==> src/rtl/usb_out_hs_resp.sv <==
module usb_out_hs_resp #(
  parameter int LEN_W  = 11,
  parameter int FREE_W = 12
) (
  input  logic              clk,
  input  logic              rst_n,
  input  logic              pkt_end,
  input  logic              tok_setup,
  input  logic              data_pid,
  input  logic              crc_ok,
  input  logic [LEN_W-1:0]  pkt_len,
  input  logic [FREE_W-1:0] fifo_free,
  input  logic              ep_enable,
  input  logic              ep_nak,
  input  logic              glob_out_nak,
  input  logic              ep_stall,
  input  logic              snoop,
  input  logic [1:0]        ep_type,
  input  logic              exp_pid,
  input  logic [LEN_W-1:0]  max_pkt,
  output logic [1:0]        hs,
  output logic              fifo_push,
  output logic              pid_toggle,
  output logic              set_nak_req,
  output logic              clr_stall_req
);
  localparam int CW = ((LEN_W > FREE_W) ? LEN_W : FREE_W) + 1;
  localparam logic [1:0] HS_NONE = 2'b00, HS_ACK = 2'b01, HS_NAK = 2'b10, HS_STALL = 2'b11;
  localparam logic [1:0] T_CTRL = 2'b00, T_ISO = 2'b01;

  logic [CW-1:0] len_x, free_x;
  logic fits, crc_pass, oversize, seq_ep, pid_bad, nak_any;
  logic [1:0] n_hs;
  logic n_push, n_tog, n_snak, n_cstl;

  assign len_x    = CW'(pkt_len);
  assign free_x   = CW'(fifo_free);
  assign fits     = free_x >= len_x;
  assign crc_pass = crc_ok | snoop;
  assign oversize = pkt_len > max_pkt;
  assign seq_ep   = ep_type[1];
  assign pid_bad  = seq_ep & ~snoop & (data_pid != exp_pid);
  assign nak_any  = ~ep_enable | ep_nak | glob_out_nak | ~fits;

  always_comb begin
    n_hs = HS_NONE; n_push = 1'b0; n_tog = 1'b0; n_snak = 1'b0; n_cstl = 1'b0;
    if (!pkt_end || !crc_pass || oversize) begin
      n_hs = HS_NONE;
    end else if (tok_setup) begin
      n_hs = HS_ACK; n_push = 1'b1; n_snak = 1'b1;
      n_cstl = (ep_type == T_CTRL);
    end else if (ep_type == T_ISO) begin
      n_push = fits;
    end else if (ep_stall) begin
      n_hs = HS_STALL;
    end else if (nak_any) begin
      n_hs = HS_NAK;
    end else if (pid_bad) begin
      n_hs = HS_ACK;
    end else begin
      n_hs = HS_ACK; n_push = 1'b1; n_tog = seq_ep;
    end
  end

  always_ff @(posedge clk or negedge rst_n) begin
    if (!rst_n) begin
      hs <= HS_NONE; fifo_push <= 1'b0; pid_toggle <= 1'b0;
      set_nak_req <= 1'b0; clr_stall_req <= 1'b0;
    end else begin
      hs <= n_hs; fifo_push <= n_push; pid_toggle <= n_tog;
      set_nak_req <= n_snak; clr_stall_req <= n_cstl;
    end
  end


  idle_quiet_chk: assert property (@(posedge clk) disable iff (!rst_n)
    !pkt_end |=> (hs == HS_NONE && !fifo_push && !pid_toggle && !set_nak_req && !clr_stall_req));


  setup_ack_chk: assert property (@(posedge clk) disable iff (!rst_n)
    (pkt_end && tok_setup && (crc_ok || snoop) && pkt_len <= max_pkt)
      |=> (hs == HS_ACK && fifo_push && set_nak_req && !pid_toggle));


  stall_wins_chk: assert property (@(posedge clk) disable iff (!rst_n)
    (pkt_end && !tok_setup && (crc_ok || snoop) && pkt_len <= max_pkt && ep_type != T_ISO && ep_stall)
      |=> (hs == HS_STALL && !fifo_push));


  toggle_with_ack_chk: assert property (@(posedge clk) disable iff (!rst_n)
    pid_toggle |-> (hs == HS_ACK && fifo_push));


  push_not_refused_chk: assert property (@(posedge clk) disable iff (!rst_n)
    fifo_push |-> (hs == HS_ACK || hs == HS_NONE));


  clr_with_setnak_chk: assert property (@(posedge clk) disable iff (!rst_n)
    clr_stall_req |-> set_nak_req);
endmodule

==> config.mk <==
export PLATFORM = sky130hd
export DESIGN_NAME = usb_out_hs_resp
export DESIGN_NICKNAME = d
export VERILOG_FILES = /design/src/rtl/usb_out_hs_resp.sv
export SDC_FILE = /design/constraint.sdc
export NUM_CORES = 1
export LEC_CHECK = 0
export CAP_MARGIN = 5
export CORE_ASPECT_RATIO = 1.75
export CORE_UTILIZATION = 36
export DETAILED_ROUTE_END_ITERATION = 8
export PLACE_DENSITY = 0.91
export SLEW_MARGIN = 20
export SYNTH_ARGS = -nofsm -noshare
export SYNTH_HDL_FRONTEND = slang
export SYNTH_SLANG_ARGS = --single-unit
==> constraint.sdc <==
create_clock -name clk -period 0.8 [get_ports clk]
set_input_delay 0.16 -clock clk [delete_from_list [all_inputs] [get_ports clk]]
set_output_delay 0.16 -clock clk [all_outputs]
set_load 0.01 [all_outputs]
; ---- Word level (Yosys, flattened, before mapping)
; Cells that the tools add are included.
[totals]
elab_cells = 44
regBits = 6
out_inout_bits = 6
[op_classes]
n_eq_ne = 2
reduce_logical = 5
order_cmp = 2
bitwise_logic = 9
muxes = 21
[ops]
columns = op, count
row1 = $mux 1, 16
row2 = $ge 12x11->1, 1
row3 = $gt 11x11->1, 1
row4 = $mux 2, 5
row5 = $or 1x1->1, 4
row6 = $not 1->1, 3
row7 = $and 1x1->1, 2
row8 = $eq 2x1->1 const B, 1
row9 = $logic_not 1->1, 2
row10 = $logic_not 2->1, 1
row11 = $logic_or 1x1->1, 2
row12 = $ne 1x1->1, 1

; ---- Longest topological paths before layout
[depth]
ltp_word = 9
mapped_depth = 7
mapped_depth_nobuf = 7

; ---- Worst setup path after synthesis
; OpenSTA, ideal clock, no wires.
[synth_timing]
kind = input-to-reg
startpoint = input pkt_len[9]
endpoint = register hs[1]
cell_stages = 7
setup_slack_ns = -0.903
setup_ns = 0.111
n_path_buf = 0
required_ns = 0.689
t_arrival_ns = 1.591
cell_sequence = inv_1 -> ha_1 -> a21o_1 -> a211oi_2 -> o2111ai_1 -> and4_1 -> a2111oi_2
[synth_via]
elab_chain_len = 8
elab_cells_between_ends = 10
classes_between = 2 x order compare / 5 x mux / 2 x bitwise / 1 x reduce/logical
[synth_rtl]
columns = element, line
row1 = from (decl), 11  ; input logic [LEN_W-1:0] pkt_len,
row2 = $ge 12x11->1, 38  ; assign fits = free_x >= len_x;
row3 = $not 1->1, 43  ; assign nak_any = ~ep_enable | ep_nak | glob_out_nak | ~fits;
row4 = $or 1x1->1, 43
row5 = $mux 2, 56  ; end else if (nak_any) begin
row6 = $mux 2, 54  ; end else if (ep_stall) begin
row7 = $mux 2, 52  ; end else if (ep_type == T_ISO) begin
row8 = $mux 2, 49  ; end else if (tok_setup) begin
row9 = $mux 2 (*), 47  ; if (!pkt_end || !crc_pass || oversize) begin
row10 = net n_hs[1], 33  ; logic [1:0] n_hs;
row11 = to (signal assigned), 70  ; hs <= n_hs; fifo_push <= n_push; pid_toggle <= n_tog;
row12 = to (decl), 21  ; output logic [1:0] hs,
; Mark *: on every way through the listed nets, which the timed path passes. The rest lies on a longest branch.

; ---- Final worst setup path
[layout_timing]
startpoint = input pkt_len[6]
endpoint = register pid_toggle
[layout_via]
elab_chain_len = 8
elab_cells_between_ends = 10
classes_between = 2 x order compare / 5 x mux / 2 x bitwise / 1 x reduce/logical
[layout_rtl]
columns = element, line
row1 = $ge 12x11->1, 38
row2 = $not 1->1, 43
row3 = $or 1x1->1, 43
row4 = $mux 1, 56
row5 = $mux 1, 54
row6 = $mux 1, 52
row7 = $mux 1, 49
row8 = $mux 1 (*), 47
row9 = net n_tog, 34  ; logic n_push, n_tog, n_snak, n_cstl;
row10 = to (signal assigned), 70
row11 = to (decl), 23  ; output logic pid_toggle,
; Marks and branches as above.

==> results <==
-- critical path, cell delays in order --
cell	delay, ns
buf_8	0.09
inv_4	0.03
ha_4	0.28
and4_4	0.24
nand2_4	0.07
o2111ai_4	0.24
buf_6	0.14
nand4_1	0.20
nor4_2	0.38
-- worst paths after layout --
path / startpoint / end / slack (ns)
max: pkt_len[6] / pid_toggle$_DFF_PN0_ / -0.89
min: rst_n / pid_toggle$_DFF_PN0_ / 0.15
max in group asynchronous: rst_n / set_nak_req$_DFF_PN0_ / 0.42
min in group clk: ep_type[0] / clr_stall_req$_DFF_PN0_ / 0.54
-- state kept, by name, summed over array words and instances (netlist names) --
register       flops
hs                 2
fifo_push          1
set_nak_req        1
clr_stall_req      1
pid_toggle         1
-- routing by layer --
metal	vias up	share of wire (%)	track usage, %
li1	502	-	-
met1	575	30	36.2
met2	132	46	69.9
met3	76	9.4	8.78
met4	0	15	25.0
met5	-	0	0
-- layout make-up --
cell class	count	area, um^2
clock buffers	3	22.5
fillers	37	67.6
inverters	25	129
multi-input cells	69	1070
flip-flops and latches	6	150
well taps	24	30.0
repair buffers	69	652
-- logic make-up after synthesis --
| logic type | Yosys count |
|---|---|
| buffers and inverters | 25 |
| AOI/OAI and AO/OA | 23 |
| and+or+nand+nor | 23 |
| adders and majority gates | 22 |
| DFF | 6 |
| xor gates and xnor gates | 1 |
-- placed cells by master, fill, tap and decap left out, types with 2 or more instances in the layout --
cell             instances
a21o_1                   5
nand2_1                  2
nand3_1                  2
inv_1                    8
buf_8                    6
and4_4                   2
a21oi_2                  2
dlygate4sd2_1            6
a21oi_4                  3
clkdlybuf4s15_1          4
buf_2                    9
dfrtp_1                  6
nand3_4                  3
inv_4                    4
nor2_1                   2
clkbuf_4                 3
buf_6                   15
clkbuf_2                 4
ha_4                    20
a211oi_4                 2
buf_4                   10
clkdlybuf4s50_1         14
nor4_2                   2
inv_2                   10
-- metrics by stage --
| step | TNS, ns | util (%) | std cells | power, mW | instance area, um^2 |
|---|---|---|---|---|---|
| 4_1_cts | -4.49 | 93.3 | 195 | 1.60 | 1980 |
| 5_1_grt | -5.63 | 96.8 | 196 | 1.92 | 2050 |
| 6_report | -5.46 | 96.8 | 196 | 1.86 | 2050 |
| 3_5_place_dp | -9.19 | 78.6 | 188 | 1.10 | 1670 |
| 3_3_place_gp | -8.78 | 78.6 | 188 | 1.05 | 1670 |
| 2_1_floorplan | -3.30 | - | 100 | 0.645 | 1020 |
-- power breakdown --
part / switching [mW] / total, mW / internal [mW] / leakage, nW
logic: 0.589 / 1.23 / 0.641 / 0.803
registers: 0.00676 / 0.324 / 0.317 / 0.0818
clock network: 0.139 / 0.311 / 0.172 / 0.0138
total: 0.735 / 1.86 / 1.13 / 0.898
-- timing repair --
item | CTS | global route
cloned | 0 | 0
resized for setup | 189 | 22
pin swaps | 40 | 7
buffers inserted | 4 | 1
endpoints found under the setup margin | 12 | 12
==> metrics <==
status finished with violations; failing checks setup timing; Syn Inst Count 100; CTS Sinks 6; Synth Area in Simple Gates approximately 16%; Iter 0 DRT Violations 68; Wirelength per Cell roughly 30 um; synthesized cell area 823 um^2; layout cells sized above 1 between 60% and 70%; Max Clk Rate ~590 MHz; Place WS -1.44 ns; Worst EP arrival 1.84 ns; synth cell count leaders inv_1 (25), ha_1 (22), a21oi_1 (6), dfrtp_1 (6); distinct cell type count after synthesis 26; PortBufs 53; Die X around 38 um; worst slew pin tran ~0.59 ns; H-tree depth 1; final hold violation count 0; CTS buffer count 3; count leader, synth inv_1; synthesis-stage register bit count 6; Critical Path Source Type primary input; nets 244; site row count 22; syn nets 170; Worst Path Max Fanout 3; FFs w/ async S/R, synth 100%; drt first pass iters 4; CTS Buffer Depth 2; Slew Viols, Final 0; CTS tree built; DP HPWL roughly 2.5 mm; Slew headroom approximately 61%; clock root buffer clkbuf_4; Core Footprint 2120 um^2; area share of fa/ha/maj cells after synthesis approximately a third; Setup Crit Path Kind primary input to flop; post-DR vias/cell 6.56; diodes inserted 0; largest family of logic cells by synthesized area adder cells; yosys warns 0; top-area cell type share of the netlist area approximately a third; CP Capture Type flop; Placer Congestion between 0.7 and 0.8; DRC viols 0; Reg clk slew, reported paths around 0.050 ns; fin crit share 211%; RSZ-0062 raised after global routing true; Pleak around 0.9 nW; vias in the first global route around 1400; Critical Path RT around 0.95 ns; top_reg_cell synth dfrtp_1; Synth Area in Compound Gates about 20%; Yosys top cell by area ha_1; initial antenna violation count 0; Tmin final ~1.7 ns; Initial Utilization around two fifths; Area Growth Syn to Fin 149%; first-pass GRT wire length 6.64 mm; power per cell area slightly above 900 nW/um^2; Die Ht around 65 um; I/O pin cnt 54; Seq/Total Area, Yosys a little under a fifth; count of final setup violators 12; hold slack final roughly 0.15 ns; setup ws final -0.890 ns; Hold Buf Count CTS 0; VDD IR-drop max between 600 and 700 uV; ranking of synthesized cells by area ha_1 (33%), dfrtp_1 (18%), inv_1 (11%); largest net degree at the start of global routing 7; Max Cap Violations 0; HP Class primary input to asynchronous set/reset pin; via count roughly 1300; Post-synth EDFFs 0; gr ovfl total 0; Synth Area in XOR/XNOR under 10%; Die Area about 2500 um^2; post-synthesis mux area share 0%; antenna-violating nets left 0; detailed-route wire length about 5.8 mm; GRT Overall Usage a little under 40%; mean post-synth cell area 8.23 um^2
(Power assumes the default switching activity.)
